==> config.mk <==
export PLATFORM = sky130hd
export DESIGN_NAME = stepper_supervisor
export DESIGN_NICKNAME = d
export VERILOG_FILES = /design/src/rtl/stsup_pkg.sv /design/src/rtl/stsup_sync.sv /design/src/rtl/stsup_ocp_qual.sv /design/src/rtl/stsup_wake_timer.sv /design/src/rtl/stsup_mode_arb.sv /design/src/rtl/stepper_supervisor.sv
export SDC_FILE = /design/constraint.sdc
export NUM_CORES = 1
export LEC_CHECK = 0
export BUFFER_PORTS_ARGS = -buffer_cell sky130_fd_sc_hd__buf_2
export CAP_MARGIN = 20
export CORE_MARGIN = 4
export CORE_UTILIZATION = 67
export CTS_BUF_LIST = sky130_fd_sc_hd__clkbuf_8
export DETAILED_ROUTE_END_ITERATION = 12
export GPL_TIMING_DRIVEN = 0
export PLACE_DENSITY = 0.94
export SLEW_MARGIN = 20
export SYNTH_ARGS = -nofsm -noshare
export SYNTH_HDL_FRONTEND = slang
export SYNTH_SLANG_ARGS = --single-unit
==> constraint.sdc <==
create_clock -name clk_i -period 3.36 [get_ports clk_i]
set_clock_uncertainty 0.1 [all_clocks]
set_input_delay 0 -clock clk_i [delete_from_list [all_inputs] [get_ports clk_i]]
set_output_delay 0 -clock clk_i [all_outputs]
set_load 0.005 [all_outputs]
==> src/rtl/stsup_pkg.sv <==
package stsup_pkg;
  typedef enum logic [2:0] {
    MD_UV    = 3'd0,
    MD_SLEEP = 3'd1,
    MD_RESET = 3'd2,
    MD_OCP   = 3'd3,
    MD_OTP   = 3'd4,
    MD_OFF   = 3'd5,
    MD_RUN   = 3'd6
  } mode_e;
endpackage

==> src/rtl/stsup_sync.sv <==
module stsup_sync #(
  parameter int               WIDTH   = 1,
  parameter int               STAGES  = 2,
  parameter logic [WIDTH-1:0] RST_VAL = '0
) (
  input  logic             clk_i,
  input  logic             rst_ni,
  input  logic [WIDTH-1:0] d_i,
  output logic [WIDTH-1:0] q_o
);
  logic [WIDTH-1:0] stage_q [STAGES];

  always_ff @(posedge clk_i or negedge rst_ni) begin
    if (!rst_ni) stage_q[0] <= RST_VAL;
    else         stage_q[0] <= d_i;
  end

  for (genvar s = 1; s < STAGES; s++) begin : g_stage
    always_ff @(posedge clk_i or negedge rst_ni) begin
      if (!rst_ni) stage_q[s] <= RST_VAL;
      else         stage_q[s] <= stage_q[s-1];
    end
  end

  assign q_o = stage_q[STAGES-1];
endmodule

==> src/rtl/stsup_ocp_qual.sv <==
module stsup_ocp_qual #(
  parameter int QUAL_CYC = 400
) (
  input  logic clk_i,
  input  logic rst_ni,
  input  logic clr_i,   // logic reset or undervoltage
  input  logic hold_i,  // sleep: freeze everything
  input  logic flag_i,
  output logic latched_o
);
  localparam int CW = $clog2(QUAL_CYC + 1);
  localparam logic [CW-1:0] LAST = CW'(QUAL_CYC - 1);

  logic [CW-1:0] cnt_q;
  logic          lat_q;

  always_ff @(posedge clk_i or negedge rst_ni) begin
    if (!rst_ni) begin
      cnt_q <= '0;
      lat_q <= 1'b0;
    end else if (clr_i) begin
      cnt_q <= '0;
      lat_q <= 1'b0;
    end else if (!hold_i && !lat_q) begin
      if (!flag_i) begin
        cnt_q <= '0;
      end else if (cnt_q == LAST) begin
        lat_q <= 1'b1;
        cnt_q <= '0;
      end else begin
        cnt_q <= cnt_q + 1'b1;
      end
    end
  end

  assign latched_o = lat_q;
endmodule

==> src/rtl/stsup_wake_timer.sv <==
module stsup_wake_timer #(
  parameter int WAKE_CYC = 200000
) (
  input  logic clk_i,
  input  logic rst_ni,
  input  logic load_i,
  output logic done_o
);
  localparam int CW = $clog2(WAKE_CYC + 1);
  localparam logic [CW-1:0] FULL = CW'(WAKE_CYC);

  logic [CW-1:0] cnt_q;

  // power-up counts as a wake as well
  always_ff @(posedge clk_i or negedge rst_ni) begin
    if (!rst_ni)             cnt_q <= FULL;
    else if (load_i)         cnt_q <= FULL;
    else if (cnt_q != '0)    cnt_q <= cnt_q - 1'b1;
  end

  assign done_o = (cnt_q == '0);
endmodule

==> src/rtl/stsup_mode_arb.sv <==
module stsup_mode_arb
  import stsup_pkg::*;
(
  input  logic  uv_i,
  input  logic  sleep_i,
  input  logic  rst_req_i,
  input  logic  ocp_lat_i,
  input  logic  otp_i,
  input  logic  dis_i,
  output mode_e mode_o
);
  always_comb begin
    if      (uv_i)      mode_o = MD_UV;
    else if (sleep_i)   mode_o = MD_SLEEP;
    else if (rst_req_i) mode_o = MD_RESET;
    else if (ocp_lat_i) mode_o = MD_OCP;
    else if (otp_i)     mode_o = MD_OTP;
    else if (dis_i)     mode_o = MD_OFF;
    else                mode_o = MD_RUN;
  end
endmodule

==> src/rtl/stepper_supervisor.sv <==
module stepper_supervisor
  import stsup_pkg::*;
#(
  parameter int SYNC_STAGES  = 2,
  parameter int OCP_QUAL_CYC = 400,
  parameter int WAKE_CYC     = 200000
) (
  input  logic clk_i,
  input  logic rst_ni,
  input  logic rst_req_ni,
  input  logic en_ni,
  input  logic sleep_ni,
  input  logic step_i,
  input  logic oc_flag_i,
  input  logic ot_flag_i,
  input  logic uv_i,
  output logic bridge_en_o,
  output logic hiz_o,
  output logic step_acc_o,
  output logic home_o,
  output logic pump_run_o,
  output logic fault_no
);
  localparam int NIN = 7;
  localparam int I_UV = 0, I_OT = 1, I_OC = 2, I_SLP = 3, I_EN = 4, I_RQ = 5, I_STEP = 6;
  // idle levels: pins inactive, outputs disabled until sampled
  localparam logic [NIN-1:0] SYNC_RST = 7'b0111000;

  logic [NIN-1:0] raw, syn;
  logic           step_prev_q;
  logic           ocp_lat, wake_done;
  mode_e          mode;

  assign raw = {step_i, rst_req_ni, en_ni, sleep_ni, oc_flag_i, ot_flag_i, uv_i};

  stsup_sync #(.WIDTH(NIN), .STAGES(SYNC_STAGES), .RST_VAL(SYNC_RST)) u_sync (
    .clk_i (clk_i),
    .rst_ni(rst_ni),
    .d_i   (raw),
    .q_o   (syn)
  );

  stsup_mode_arb u_arb (
    .uv_i     (syn[I_UV]),
    .sleep_i  (!syn[I_SLP]),
    .rst_req_i(!syn[I_RQ]),
    .ocp_lat_i(ocp_lat),
    .otp_i    (syn[I_OT]),
    .dis_i    (syn[I_EN]),
    .mode_o   (mode)
  );

  stsup_ocp_qual #(.QUAL_CYC(OCP_QUAL_CYC)) u_ocp (
    .clk_i    (clk_i),
    .rst_ni   (rst_ni),
    .clr_i    (mode == MD_UV || mode == MD_RESET),
    .hold_i   (mode == MD_SLEEP),
    .flag_i   (syn[I_OC]),
    .latched_o(ocp_lat)
  );

  stsup_wake_timer #(.WAKE_CYC(WAKE_CYC)) u_wake (
    .clk_i (clk_i),
    .rst_ni(rst_ni),
    .load_i(mode == MD_UV || mode == MD_SLEEP),
    .done_o(wake_done)
  );

  always_ff @(posedge clk_i or negedge rst_ni) begin
    if (!rst_ni) step_prev_q <= 1'b0;
    else         step_prev_q <= syn[I_STEP];
  end

  assign bridge_en_o = (mode == MD_RUN);
  assign hiz_o       = (mode != MD_RUN);
  assign step_acc_o  = (mode == MD_RUN) && wake_done && syn[I_STEP] && !step_prev_q;
  assign home_o      = (mode == MD_UV) || (mode == MD_RESET);
  assign pump_run_o  = (mode != MD_UV) && (mode != MD_SLEEP);
  // over-temperature is not observed while asleep; undervoltage releases all
  assign fault_no    = (mode == MD_UV) ||
                       !(ocp_lat || (syn[I_OT] && mode != MD_SLEEP));
endmodule

==> results.sh, run 1 <==
export IMPL_ys_warn_count=0
export IMPL_synth_nets=215
export IMPL_cts_buffers=5
export IMPL_viasPerCell=6.51
export IMPL_routed_wl_mm=4.79
export IMPL_drtPass1Iterations=4
export IMPL_final_cells=278
export IMPL_chipWidth_um=64.2
export IMPL_synth_cells=204
export IMPL_hold_path_endpoint="u_sync.stage_q[13]"
export IMPL_grt_max_degree=44
export IMPL_hpwlAfterDp_mm=2.91
export IMPL_gp_congestion=0.859
export IMPL_maxSlewViolCount=0
export IMPL_fin_nets=244
export IMPL_arrival_ns=2.19
export IMPL_yosysUniqueCellTypes=52
export IMPL_crit_path_max_fanout=10
export IMPL_fin_setup_tns_ns=0
export IMPL_cts_sinks=43
export IMPL_die_y_um=64.2
export IMPL_grt_antenna_before_repair=0
export IMPL_post_cts_buffers=0
export IMPL_reg2regPathDepth=5
export IMPL_rsz0062_at_grt="false"
export IMPL_syn_avg_cell_area_um2=10.4
export IMPL_place_ws_ns=1.44
export IMPL_root_buffer="clkbuf_8"
export IMPL_drt_initial_drc_count=190
export IMPL_timing_rr_end="u_ocp.cnt_q[6]"
export IMPL_synth_common_cells="dfrtp_1, nand2_1, inv_1, nand3_1, nor2_1"
export IMPL_required_ns=3.26
export IMPL_synthTopCellsByArea="dfrtp_1, dfstp_2, a31oi_1"
export IMPL_post_route_period_util=0.683
export IMPL_clk_path_buf_depth=2
export IMPL_via_count=1811
export IMPL_setup_violations_final=0
export IMPL_fin_crit_ns=2.29
export IMPL_multiInputGateArea_um2=932
export IMPL_tightest_slew_ns=0.896
export IMPL_synth_top_area_frac=0.367
export IMPL_place_inst=262
export IMPL_htreeDepth=2
export IMPL_ant_nets=0
export IMPL_regArea_um2=1090
export IMPL_vdd_drop_max_mv=0.398
export IMPL_syn_to_final_growth_pct=14.2
export IMPL_n_antenna_cell=0
export IMPL_grt_first_pass_wirelength_mm=8.19
export IMPL_holdPathStages=2
export IMPL_grt_overflow=0
export IMPL_layout_drive_gt1_share=0.218
export IMPL_endpoint_kind="primary output"
export IMPL_tritoncts="done"
export IMPL_syn_area_um2=2120
export IMPL_start_util=0.699
export IMPL_post_drt_wl_per_cell_um=17.2
export IMPL_yosysTopAreaCell="dfrtp_1"
export IMPL_slew_headroom=0.403
export IMPL_layout_setup_ws_ns=1.07
export IMPL_status="complete, no violations"
export IMPL_clk_latency_ns=0.30
export IMPL_clock_fmax_mhz=436
export IMPL_rr_startpoint="u_ocp.cnt_q[0]"
export IMPL_n_fill_cell=170
export IMPL_io_pins=15
export IMPL_dieArea_um2=4120
export IMPL_r2r_slack_ns=1.41
export IMPL_port_buffers=14
export IMPL_clkTransAtPathRegs_ns=0.09
export IMPL_synth_flop_cell="dfrtp_1"
export IMPL_crit_path_start_kind="flip-flop"
export IMPL_num_rows=20
export IMPL_grt_pass1_vias=1735
export IMPL_drc_errors=0
export IMPL_synth_edff_count=0
export IMPL_coreArea_um2=3030
export IMPL_ys_seq_elements=43
export IMPL_min_path_type="input port to flip-flop"
export IMPL_maxCapViolCount=0
export IMPL_crit_type="flip-flop to primary output"
export IMPL_seq_area_frac_synth=0.516
export IMPL_timing_final_hold_violations=0
export IMPL_track_usage=0.259
export IMPL_async_flop_share=1.00
export IMPL_synth_most_common_cell="dfrtp_1"
export IMPL_power_density_nw_per_um2=414
export IMPL_power_leakage_nw=1.05
export IMPL_hold_start="step_i"
[kinds of logic after synthesis]
group | Yosys count | synth area share
multiplexers | 2 | 0.0124
flip-flops | 43 | 0.516
adder cells (fa/ha/maj) | 2 | 0.0118
AO/OA/AOI/OAI | 54 | 0.180
AND/OR/NAND/NOR | 83 | 0.237
buffers and inverters | 20 | 0.0438
[area by class of cell]
type | instances | share of cell area
inverter | 13 | 0.0202
clock inverter | 3 | 0.0109
multi-input combinational | 141 | 0.386
buffer | 7 | 0.0181
sequential | 43 | 0.452
tap | 44 | 0.0228
clock buffer | 5 | 0.0285
timing repair buffer | 22 | 0.0621
[metrics by stage]
step	hold WS (ns)	instance area (um^2)	total power, mW	util
after global placement	0.00526	2240	0.648	0.740
after detailed placement	0.00655	2240	0.653	0.740
after floorplan	-0.396	2120	0.619	-
after CTS	0.222	2420	1.00	0.798
after global routing	0.239	2420	1.04	0.798
final	0.234	2420	1.00	0.798
[worst max-delay path: stages, from the launching register on]
cell and delay [ns]:
dfrtp_1 0.42, inv_1 0.12, ha_1 0.35, and3_1 0.27
buf_4 0.19, nand2_1 0.12, nor4b_2 0.25, buf_2 0.16
[per-layer routing]
layer,track usage,share of wire,wire length (um)
met5,0,0,0
met4,0.111,0.033,159
met3,0.0738,0.072,343
met2,0.409,0.49,2340
met1,0.334,0.41,1950
[how the worst max path moves through the flow]
stage | cells after the start | end | start | slack, ns
floorplan | 5 | u_ocp.cnt_q[6] | u_ocp.cnt_q[0] | 1.63
global placement | 5 | u_ocp.cnt_q[6] | u_ocp.cnt_q[0] | 1.46
detailed placement | 5 | u_ocp.cnt_q[6] | u_ocp.cnt_q[0] | 1.44
CTS | 7 | step_acc_o | u_wake.cnt_q[0] | 1.07
global route | 7 | step_acc_o | u_wake.cnt_q[0] | 1.00
finish | 7 | step_acc_o | u_wake.cnt_q[0] | 1.07
[power breakdown]
part | total [mW] | internal [mW] | switching (mW)
sequential | 0.556 | 0.538 | 0.0176
combinational | 0.101 | 0.0404 | 0.0603
clock | 0.345 | 0.153 | 0.192
total | 1.00 | 0.731 | 0.270
[state kept, by name (all words and copies together), names as in the netlist]
signal	flops
u_wake.cnt_q	18
u_ocp.cnt_q	9
u_sync.q_o	7
u_sync.stage_q	7
step_prev_q	1
u_ocp.latched_o	1
[placed cells by master (no fill, tap or decap), types with 3 or more instances in the layout]
master         synthesis  final
nor2_1                13     13
nand3_1               13     13
nand2_1               14     14
inv_1                 13     13
and3_1                 6      6
a31oi_1               12     12
o21ai_0                6      6
dlygate4sd3_1          0      8
dfrtp_1               31     31
nand4_1                5      5
buf_2                  2     16
dfstp_2               12     12
nor3_1                 9      9
clkbuf_8               0      5
a21oi_1               12     12
a211o_1                3      3
a41o_1                 3      3
[timing repair]
item                                   CTS  global route
endpoints found under the hold margin   38             0
setup endpoints to repair                0             0
hold buffers                             8             0
resized for setup                        0             0
Note: power is estimated with default switching activity, not from simulation.
==> run 2, diff against run 1 <==
- CORE_UTILIZATION: 67 -> 56
- PLACE_DENSITY: 0.94 -> 0.85
- clock period: 3.36 -> 1.9 ns (I/O delays scaled with it)
==> results.sh, run 2 (synthesis gave the netlist of run 1 again) <==
export IMPL_status="complete, but fails checks"
export IMPL_violations="setup timing"
export IMPL_grt_first_pass_wirelength_mm=8.77
export IMPL_clk_latency_ns=0.31
export IMPL_rsz0062_at_grt="true"
export IMPL_power_leakage_nw=1.14
export IMPL_crit_path_start_kind="flip-flop"
export IMPL_cp_depth=5
export IMPL_required_ns=1.80
export IMPL_vdd_drop_max_mv=0.714
export IMPL_num_rows=22
export IMPL_via_count=1979
export IMPL_place_ws_ns=-0.0465
export IMPL_holdPathStages=2
export IMPL_top_usage_layer="met2"
export IMPL_crit_path_max_fanout=7
export IMPL_final_common_cell="dfrtp_1"
export IMPL_slowest_stage="dfrtp_1"
export IMPL_n_antenna_cell=0
export IMPL_hold_start="step_i"
export IMPL_clk_path_buf_depth=2
export IMPL_largest_register_ffs=18
export IMPL_htreeDepth=2
export IMPL_chipWidth_um=69.5
export IMPL_post_route_period_util=1.13
export IMPL_maxSlewViolCount=0
export IMPL_globalRouteMet1Util=0.278
export IMPL_fin_nets=254
export IMPL_cp_cell_sequence="nand4bb_1 > nor3_2 > inv_1 > nor4b_4 > buf_2"
export IMPL_die_y_um=69.5
export IMPL_largestRegisters="u_wake.cnt_q x18, u_ocp.cnt_q x9"
export IMPL_maxCapViolCount=0
export IMPL_port_buffers=14
export IMPL_syn_to_final_growth_pct=24.2
export IMPL_endpoint_kind="primary output"
export IMPL_drt_initial_drc_count=162
export IMPL_post_drt_wl_per_cell_um=20.4
export IMPL_n_fill_cell=218
export IMPL_viasPerCell=6.78
export IMPL_use_met2=0.382
export IMPL_layout_drive_gt1_share=0.299
export IMPL_grt_overflow=0
export IMPL_rr_startpoint="u_sync.q_o[3]"
export IMPL_tritoncts="done"
export IMPL_cpLargestDelayFamily="simple AND/OR/NAND/NOR gates"
export IMPL_layout_setup_ws_ns=-0.252
export IMPL_io_pins=15
export IMPL_power_density_nw_per_um2=789
export IMPL_grt_antenna_before_repair=0
export IMPL_tightest_slew_ns=0.936
export IMPL_r2r_slack_ns=-0.01
export IMPL_use_met3=0.0507
export IMPL_track_usage=0.230
export IMPL_routed_wl_mm=5.96
export IMPL_crit_buf_inv=2
export IMPL_slew_headroom=0.376
export IMPL_cts_buffers=5
export IMPL_drtPass1Iterations=4
export IMPL_fin_crit_ns=2.15
export IMPL_hpwlAfterDp_mm=2.83
export IMPL_timing_final_hold_violations=0
export IMPL_dieArea_um2=4830
export IMPL_ant_nets=0
export IMPL_cts_sinks=43
export IMPL_drc_errors=0
export IMPL_top_register="u_wake.cnt_q"
export IMPL_arrival_ns=2.05
export IMPL_gp_congestion=0.859
export IMPL_grt_max_degree=44
export IMPL_setup_violations_final=2
export IMPL_reg2regPathDepth=7
export IMPL_crit_type="flip-flop to primary output"
export IMPL_root_buffer="clkbuf_8"
export IMPL_startpoint="u_sync.q_o[0]"
export IMPL_min_path_type="input port to flip-flop"
export IMPL_clock_fmax_mhz=465
export IMPL_grt_pass1_vias=1809
export IMPL_clkTransAtPathRegs_ns=0.08
export IMPL_layout_common_cells="dfrtp_1, buf_2, inv_1, nand3_1, nand2_1"
export IMPL_hold_ws_ns=0.236
export IMPL_slowest_delay_ns=0.46
export IMPL_start_util=0.578
export IMPL_coreArea_um2=3660
[run 2: area by class of cell]
class	instances	area, um^2	area share
buffer	6	46.3	0.0176
clock buffer	5	68.8	0.0262
clock inverter	3	67.6	0.0257
inverter	13	48.8	0.0186
multi-input combinational	141	1010	0.384
sequential	43	1090	0.417
tap	48	60.1	0.0229
timing repair buffer	33	233	0.0886
[run 2: worst paths after layout]
check                                endpoint
min                        u_sync.stage_q[13]
min in group asynchronous      u_ocp.cnt_q[6]
max in group asynchronous     u_wake.cnt_q[2]
max reg2reg                   u_wake.cnt_q[3]
max                                step_acc_o
min reg2reg                     u_sync.q_o[4]
[run 2: repair_timing]
action / CTS / global route
resized for setup: 10 / 10
setup endpoints to repair: 4 / 13
hold endpoints to repair: 38 / 0
pin swaps: 5 / 9
setup buffers: 5 / 6
hold buffers: 8 / 0
[run 2: per-layer routing]
metal | up-vias | share of wire
met5 | - | 0
met4 | 0 | 0.044
met3 | 26 | 0.088
met2 | 146 | 0.50
met1 | 960 | 0.37
li1 | 847 | -
[run 2: power by group]
part,switching (mW),internal [mW]
sequential,0.0389,0.952
clock,0.337,0.524
combinational,0.126,0.0945
[run 2: worst register-to-register path, delay by kind of cell (launching register included)]
family / cells / cell delay [ns]
flops: 1 / 0.55
simple gates: 1 / 0.15
buf+inv: 3 / 0.55
compound gates: 3 / 0.48
[run 2: stage by stage]
stage,util,instances,power [mW],setup TNS (ns),instance area [um^2]
global placement,0.613,266,1.15,-0.0268,2250
CTS,0.694,286,2.03,-0.147,2540
detailed placement,0.613,266,1.15,-0.0707,2250
finish,0.718,292,2.07,-0.266,2630
floorplan,-,204,1.09,0,2120
global route,0.718,292,2.13,-0.405,2630
